`src/rtl/rrt_pkg.sv`:
```
package rrt_pkg;

  // Strobes from the tag control to the value datapath
  typedef struct packed {
    logic fwdA;   // port A takes the broadcast data this cycle
    logic fwdB;   // port B takes the broadcast data this cycle
  } rrtStrobes_t;

endpackage

```
`src/rtl/rrt_ctrl.sv`:
```
module rrt_ctrl
  import rrt_pkg::*;
#(
  parameter int NUM_REGS = 32,
  parameter int TAG_W    = 4,
  parameter int IDX_W    = 5
) (
  input  logic                clk,
  input  logic                rstN,
  input  logic                issueValid,
  input  logic [IDX_W-1:0]    issueDst,
  input  logic [TAG_W-1:0]    issueTag,
  input  logic                cdbValid,
  input  logic [TAG_W-1:0]    cdbTag,
  input  logic [IDX_W-1:0]    srcAIdx,
  input  logic [IDX_W-1:0]    srcBIdx,
  output logic [TAG_W-1:0]    srcATag,
  output logic [TAG_W-1:0]    srcBTag,
  output logic                srcAReady,
  output logic                srcBReady,
  output logic [NUM_REGS-1:0] captureVec,
  output rrtStrobes_t         strobes
);

  localparam logic [TAG_W-1:0] NO_TAG = '0;

  logic [TAG_W-1:0] tagTable [NUM_REGS];
  logic             cdbLive;
  logic [TAG_W-1:0] rawTagA;
  logic [TAG_W-1:0] rawTagB;

  // Tag zero on the bus never matches anything
  assign cdbLive = cdbValid && (cdbTag != NO_TAG);

  for (genvar r = 0; r < NUM_REGS; r++) begin : g_tag
    logic issueHit;

    assign issueHit      = issueValid && (issueDst == IDX_W'(r));
    assign captureVec[r] = cdbLive && (tagTable[r] == cdbTag);

    // Rename at issue outranks the clear from a matching broadcast
    always_ff @(posedge clk) begin
      if (!rstN) begin
        tagTable[r] <= NO_TAG;
      end else if (issueHit) begin
        tagTable[r] <= issueTag;
      end else if (captureVec[r]) begin
        tagTable[r] <= NO_TAG;
      end
    end
  end

  assign rawTagA = tagTable[srcAIdx];
  assign rawTagB = tagTable[srcBIdx];

  always_comb begin
    strobes      = '0;
    strobes.fwdA = cdbLive && (rawTagA == cdbTag);
    strobes.fwdB = cdbLive && (rawTagB == cdbTag);
    srcATag      = strobes.fwdA ? NO_TAG : rawTagA;
    srcBTag      = strobes.fwdB ? NO_TAG : rawTagB;
    srcAReady    = (srcATag == NO_TAG);
    srcBReady    = (srcBTag == NO_TAG);
  end

endmodule

```
`src/rtl/rrt_datapath.sv`:
```
module rrt_datapath
  import rrt_pkg::*;
#(
  parameter int NUM_REGS = 32,
  parameter int DATA_W   = 32,
  parameter int IDX_W    = 5
) (
  input  logic                clk,
  input  logic                rstN,
  input  logic [NUM_REGS-1:0] captureVec,
  input  rrtStrobes_t         strobes,
  input  logic [DATA_W-1:0]   cdbData,
  input  logic [IDX_W-1:0]    srcAIdx,
  input  logic [IDX_W-1:0]    srcBIdx,
  output logic [DATA_W-1:0]   srcAValue,
  output logic [DATA_W-1:0]   srcBValue
);

  logic [DATA_W-1:0] valTable [NUM_REGS];

  for (genvar r = 0; r < NUM_REGS; r++) begin : g_val
    always_ff @(posedge clk) begin
      if (!rstN) begin
        valTable[r] <= '0;
      end else if (captureVec[r]) begin
        valTable[r] <= cdbData;
      end
    end
  end

  // Same-cycle bypass of the broadcast into the read ports
  assign srcAValue = strobes.fwdA ? cdbData : valTable[srcAIdx];
  assign srcBValue = strobes.fwdB ? cdbData : valTable[srcBIdx];

endmodule

```
`src/rtl/reg_rename_table.sv`:
```
module reg_rename_table
  import rrt_pkg::*;
#(
  parameter int NUM_REGS = 32,
  parameter int DATA_W   = 32,
  parameter int TAG_W    = 4
) (
  input  logic                       clk,
  input  logic                       rstN,
  input  logic                       issueValid,
  input  logic [$clog2(NUM_REGS)-1:0] issueDst,
  input  logic [TAG_W-1:0]           issueTag,
  input  logic [$clog2(NUM_REGS)-1:0] srcAIdx,
  input  logic [$clog2(NUM_REGS)-1:0] srcBIdx,
  output logic [DATA_W-1:0]          srcAValue,
  output logic [TAG_W-1:0]           srcATag,
  output logic                       srcAReady,
  output logic [DATA_W-1:0]          srcBValue,
  output logic [TAG_W-1:0]           srcBTag,
  output logic                       srcBReady,
  input  logic                       cdbValid,
  input  logic [TAG_W-1:0]           cdbTag,
  input  logic [DATA_W-1:0]          cdbData
);

  localparam int IDX_W = $clog2(NUM_REGS);

  logic [NUM_REGS-1:0] captureVec;
  rrtStrobes_t         strobes;

  rrt_ctrl #(
    .NUM_REGS (NUM_REGS),
    .TAG_W    (TAG_W),
    .IDX_W    (IDX_W)
  ) u_ctrl (
    .clk        (clk),
    .rstN       (rstN),
    .issueValid (issueValid),
    .issueDst   (issueDst),
    .issueTag   (issueTag),
    .cdbValid   (cdbValid),
    .cdbTag     (cdbTag),
    .srcAIdx    (srcAIdx),
    .srcBIdx    (srcBIdx),
    .srcATag    (srcATag),
    .srcBTag    (srcBTag),
    .srcAReady  (srcAReady),
    .srcBReady  (srcBReady),
    .captureVec (captureVec),
    .strobes    (strobes)
  );

  rrt_datapath #(
    .NUM_REGS (NUM_REGS),
    .DATA_W   (DATA_W),
    .IDX_W    (IDX_W)
  ) u_dp (
    .clk        (clk),
    .rstN       (rstN),
    .captureVec (captureVec),
    .strobes    (strobes),
    .cdbData    (cdbData),
    .srcAIdx    (srcAIdx),
    .srcBIdx    (srcBIdx),
    .srcAValue  (srcAValue),
    .srcBValue  (srcBValue)
  );

endmodule

```
`config.mk`:
```
export PLATFORM = sky130hd
export DESIGN_NAME = reg_rename_table
export DESIGN_NICKNAME = d
export VERILOG_FILES = /design/src/rtl/rrt_pkg.sv /design/src/rtl/rrt_ctrl.sv /design/src/rtl/rrt_datapath.sv /design/src/rtl/reg_rename_table.sv
export SDC_FILE = /design/constraint.sdc
export NUM_CORES = 2
export LEC_CHECK = 0
export BUFFER_PORTS_ARGS = -buffer_cell sky130_fd_sc_hd__buf_4
export CAP_MARGIN = 20
export CORE_UTILIZATION = 45
export DETAILED_ROUTE_END_ITERATION = 8
export SYNTH_ARGS = -nofsm -noshare
export SYNTH_HDL_FRONTEND = slang
export SYNTH_SLANG_ARGS = --single-unit
```
`constraint.sdc`:
```
create_clock -name clk -period 8.9 [get_ports clk]
set_input_delay 0.445 -clock clk [delete_from_list [all_inputs] [get_ports clk]]
set_output_delay 0.445 -clock clk [all_outputs]
set_load 0.01 [all_outputs]
```
Word level (Yosys, flattened, before mapping). Memories as Yosys holds them, arrays and structs flattened. Index checks and enable logic that the tools add are counted.

Latch bits: 0. Bits of input ports: 59. Register bits: 0. Logic and storage cells: 623. Memories kept: 2. Memory bits (read-only): 0. RAM bits: 1152.

Shift operators: 0. Divide/modulo/power cells: 0. Reductions and logical operators: 71. Multiply operators: 0. Multiplexer cells: 389. $lt $le $gt $ge: 0. Equal/unequal tests: 65. Add/subtract/negate cells: 0. Bitwise gates (word level): 96.

Memory list: u_dp.valTable (words 32, width 32, rd ports 2, clocked after memory_dff 0, wr ports 32, line rrt_datapath.sv:19) `logic [DATA_W-1:0] valTable [NUM_REGS];`; u_ctrl.tagTable (words 32, width 4, rd ports 34, clocked after memory_dff 0, wr ports 32, line rrt_ctrl.sv:27) `logic [TAG_W-1:0] tagTable [NUM_REGS];`.

Operators with widths (number): 32-bit two-way mux (34); 1-bit two-way mux (289); 4-bit two-way mux (66); 4-bit equality test (34); 1-bit OR (96); 5-bit equality test, second input constant (16); 1-bit logical AND (67); 5-bit by 4-bit equality test with 1-bit output, second input constant (8); 5-bit by 3-bit equality test with 1-bit output, second input constant (4); 5-bit by 2-bit equality test with 1-bit output, second input constant (2); 4-bit zero test (2); 5-bit by 1-bit equality test with 1-bit output, second input constant (1); 5-bit zero test (1); 4-bit nonzero test (1).

Logic depth before layout (Yosys ltp).
Depth in word-level cells: 8. Depth in mapped cells: 11.

By module. A second synthesis with hierarchy kept.

Cell total of the unflattened synthesis: 5332. Area total of the unflattened synthesis: 66217.3 um2.

By module, submodules not included: rrt_datapath (area an instance 56918.3 um2, sequential area each 30749.5 um2, cells each 4527, instances 1); rrt_ctrl (area an instance 9298.9 um2, sequential area each 3843.7 um2, cells each 805, instances 1).

Worst setup path before layout. No wires, ideal clock.

Kind: input to register. From: input cdbTag[0]. To: memory u_ctrl.tagTable[31][0], enable pin. Path buffers: 2. Stages: 6. Required time: 8.562 ns. Slack: 4.321 ns. Arrival time: 4.242 ns. Cells stage by stage: clkbuf_1 -> buf_1 -> xnor2_1 -> nand4_1 -> o21ai_0 -> o21bai_1.

RTL lines: start, declared (line reg_rename_table.sv:22) `input logic [TAG_W-1:0] cdbTag,`; end, declared (line rrt_ctrl.sv:27).

Final worst setup path.
From: input srcAIdx[0]. To: output srcAValue[20].

Longest elaborated chain between the ends: 4.

RTL lines: start, declared (line reg_rename_table.sv:13) `input logic [$clog2(NUM_REGS)-1:0] srcAIdx,`; memory 32 x 4 bit; 4-bit equality test (line rrt_ctrl.sv:58) `strobes.fwdA = cdbLive && (rawTagA == cdbTag);`; 1-bit logical AND (line rrt_ctrl.sv:58); 32-bit two-way mux (*) (line rrt_datapath.sv:32) `assign srcAValue = strobes.fwdA ? cdbData : valTable[srcAIdx];`; end, declared (line reg_rename_table.sv:15) `output logic [DATA_W-1:0] srcAValue,`.

Mark *: on every way between the ends. The rest lies on a longest branch, timed or not.

==> flow_summary.json <==
{
  "status": "finished clean",
  "ys.flop_type": "edfxtp_1",
  "remaining_drc_errors": 0,
  "ys_seq_elements": 1152,
  "critPathMaxFanout": 67,
  "cp.arrival_ns": 5.15,
  "crit_path_end_kind": "output port",
  "ys_types": 46,
  "ys_warn_count": 0,
  "drt_iter0_markers": 6142,
  "viasPerCell": 6.86,
  "final_util": 0.500,
  "relSlewSlack": 0.135,
  "grt_overflow": 0,
  "gr-usage-all-layers": 0.301,
  "ctsResizeCount": 0,
  "drt_pass1_iterations": 5,
  "fin_cells": 6063,
  "maxCapViolCount": 0,
  "drive_above_1_share": 0.290,
  "synthCells": 4249,
  "path_clk_slew_ns": 0.06,
  "power_density_nw_per_um2": 187,
  "pin_count": 133,
  "dp.cells": 5834,
  "grt_pass1_vias": 41200,
  "min_period_ns": 5.60,
  "start_util": 0.454,
  "syn_area_um2": 64300,
  "rsz0062_at_grt": "no",
  "synth.avg_cell_area_um2": 15.1,
  "port_buffers": 132,
  "gp_congestion": 0.867,
  "wirelength_um": 220000,
  "hpwl_um": 114000,
  "insertion_delay_ns": 0.77,
  "async_flop_share": 0,
  "cp-start-kind": "primary input",
  "worst_slew_pin_slew_ns": 1.30,
  "grt_max_degree": 277,
  "antenna_found_initial": 12,
  "hp-class": "primary input to flip-flop",
  "row_count": 138,
  "numCtsBuffers": 121,
  "drv_slew": 0,
  "seq_area_frac_synth": 0.538,
  "die_h_um": 380,
  "vdd_drop_max_mv": 0.170,
  "timing.fmax_ghz": 0.179,
  "power.leakage_nw": 28.2,
  "cts_setup_buffers": 0,
  "crit_required_ns": 8.46,
  "cts_sinks": 1152,
  "setup_tns_ns": 0,
  "hold_buffers": 0,
  "ant_nets": 0,
  "finClkSkew_ns": 0.0292,
  "finalPower_w": 0.0132,
  "critPathKind": "primary input to output port",
  "syn_nets": 4308,
  "cts_root_buf": "clkbuf_16",
  "core_um2": 142000,
  "synth_edf_count": 1152,
  "hold_viol": 0,
  "fp.dieW_um": 380,
  "setup_viol_count_final": 0,
  "fin_crit_sh": 0.629,
  "vias": 41600,
  "grt_pass1_wl_um": 309000,
  "ff2ff_path_depth": 5,
  "fillers": 11800,
  "die-area_um2": 144000,
  "cts_tree": "yes",
  "htreeDepth": 3,
  "syn_to_final_growth_pct": 10.1,
  "clock_path_buffers": 3,
  "nets": 4126,
  "hold_depth": 2,
  "wl_per_cell_um": 36.2
}
==> sequential cells by signal, summed over array words and instances (netlist names) <==
register and count:
u_ctrl.tagTable 128, u_dp.valTable 1024
==> per-layer routing <==
metal,up-vias,global-route usage,routed length (um)
met5,-,0,0
met4,0,0.116,9120
met3,435,0.0587,21800
met2,2526,0.471,104000
met1,21900,0.416,84600
li1,16700,-,-
==> worst max-delay path: stages <==
cell     delay (ns)
buf_8          0.54
buf_4          0.78
mux4_2         0.59
nor2_1         0.11
nor4_1         0.07
nor4_1         0.73
mux2i_1        0.24
nand4_4        0.13
buf_4          0.56
mux2_2         0.41
buf_4          0.14
==> cells in the mapped netlist, drive strengths merged (4+ instances only) <==
| library cell | instances | area (um2) |
|---|---|---|
| buf | 107 | 518 |
| xor2 | 6 | 60.1 |
| nor2 | 81 | 304 |
| nor3 | 7 | 35.0 |
| and2 | 129 | 807 |
| nand4 | 38 | 268 |
| mux2 | 70 | 950 |
| nand2 | 209 | 785 |
| mux2i | 39 | 415 |
| nor2b | 15 | 93.8 |
| o21ai | 33 | 165 |
| xnor2 | 128 | 1120 |
| and3 | 1024 | 6410 |
| a221oi | 12 | 105 |
| nand3 | 8 | 40.0 |
| mux4 | 689 | 15500 |
| o22ai | 4 | 25.0 |
| inv | 7 | 26.3 |
| edfxtp | 1152 | 34600 |
| o211ai | 8 | 60.1 |
| nor4 | 4 | 25.0 |
| a22oi | 4 | 30.0 |
| clkbuf | 425 | 1600 |
| o21bai | 32 | 240 |
==> cell families after synthesis <==
family,Yosys count,synth area share
flip-flops,1152,0.538
buffers and inverters,540,0.0333
XOR/XNOR,134,0.0184
multiplexers,798,0.263
AO/OA/AOI/OAI,102,0.0110
AND/OR/NAND/NOR,1523,0.137
==> metrics by stage <==
step	hold slack (ns)	instance area [um2]	setup slack, ns
after floorplan	0.643	64300	4.32
after global placement	1.03	67000	3.50
after detailed placement	1.03	67000	3.40
after CTS	0.214	70800	3.39
after global routing	0.237	70800	3.14
final	0.256	70800	3.30
==> final cells by class <==
| class | count | area, um2 | area share |
|---|---|---|---|
| Antenna cell | 10 | 25.0 | 0.000353 |
| Timing Repair Buffer | 227 | 1820 | 0.0258 |
| Multi-Input combinational cell | 2557 | 28200 | 0.398 |
| Clock inverter | 57 | 568 | 0.00802 |
| Inverter | 8 | 40.0 | 0.000565 |
| Sequential cell | 1152 | 34600 | 0.489 |
| Tap cell | 1890 | 2360 | 0.0334 |
| Clock buffer | 162 | 3180 | 0.0449 |
==> placed cells by master, fill, tap and decap left out, drive strengths merged, types with 2 or more instances in the layout <==
| cell type | Yosys | layout |
|---|---|---|
| nand2 | 209 | 209 |
| clkbuf | 425 | 162 |
| clkinv | 1 | 44 |
| or2 | 2 | 2 |
| buf | 107 | 227 |
| o32a | 2 | 2 |
| nand4 | 38 | 38 |
| and3 | 1024 | 1024 |
| mux2 | 70 | 70 |
| a22oi | 4 | 4 |
| o22ai | 4 | 4 |
| nor2 | 81 | 81 |
| bufinv | 0 | 9 |
| nand3 | 8 | 8 |
| and2 | 129 | 129 |
| edfxtp | 1152 | 1152 |
| diode | 0 | 10 |
| o211ai | 8 | 8 |
| o2111ai | 2 | 2 |
| a221oi | 12 | 12 |
| mux2i | 39 | 39 |
| o21ai | 33 | 33 |
| clkinvlp | 0 | 2 |
| inv | 7 | 10 |
| xnor2 | 128 | 128 |
| nor2b | 15 | 15 |
| xor2 | 6 | 6 |
| mux4 | 689 | 689 |
| nor4 | 4 | 4 |
| o21bai | 32 | 32 |
| nand2b | 3 | 3 |
| nor3 | 7 | 7 |
==> path summary, 6_finish.rpt <==
kind,end,slack [ns],startpoint
worst min-delay path,u_dp.valTable[0][3],0.26,cdbData[3]
worst min register to register,u_dp.valTable[4][31],1.05,u_ctrl.tagTable[4][1]
worst max register to register,u_ctrl.tagTable[13][0],6.33,u_ctrl.tagTable[13][0]
worst max-delay path,srcAValue[20],3.30,srcAIdx[0]
==> power by group <==
group	total [W]	switching (W)	internal (W)	leakage (nW)
sequential	0.00637	0.000135	0.00624	12.0
combinational	0.00192	0.00114	0.000785	14.4
clock	0.00495	0.00219	0.00276	1.80
No activity file was read; power rests on OpenSTA's default activity.
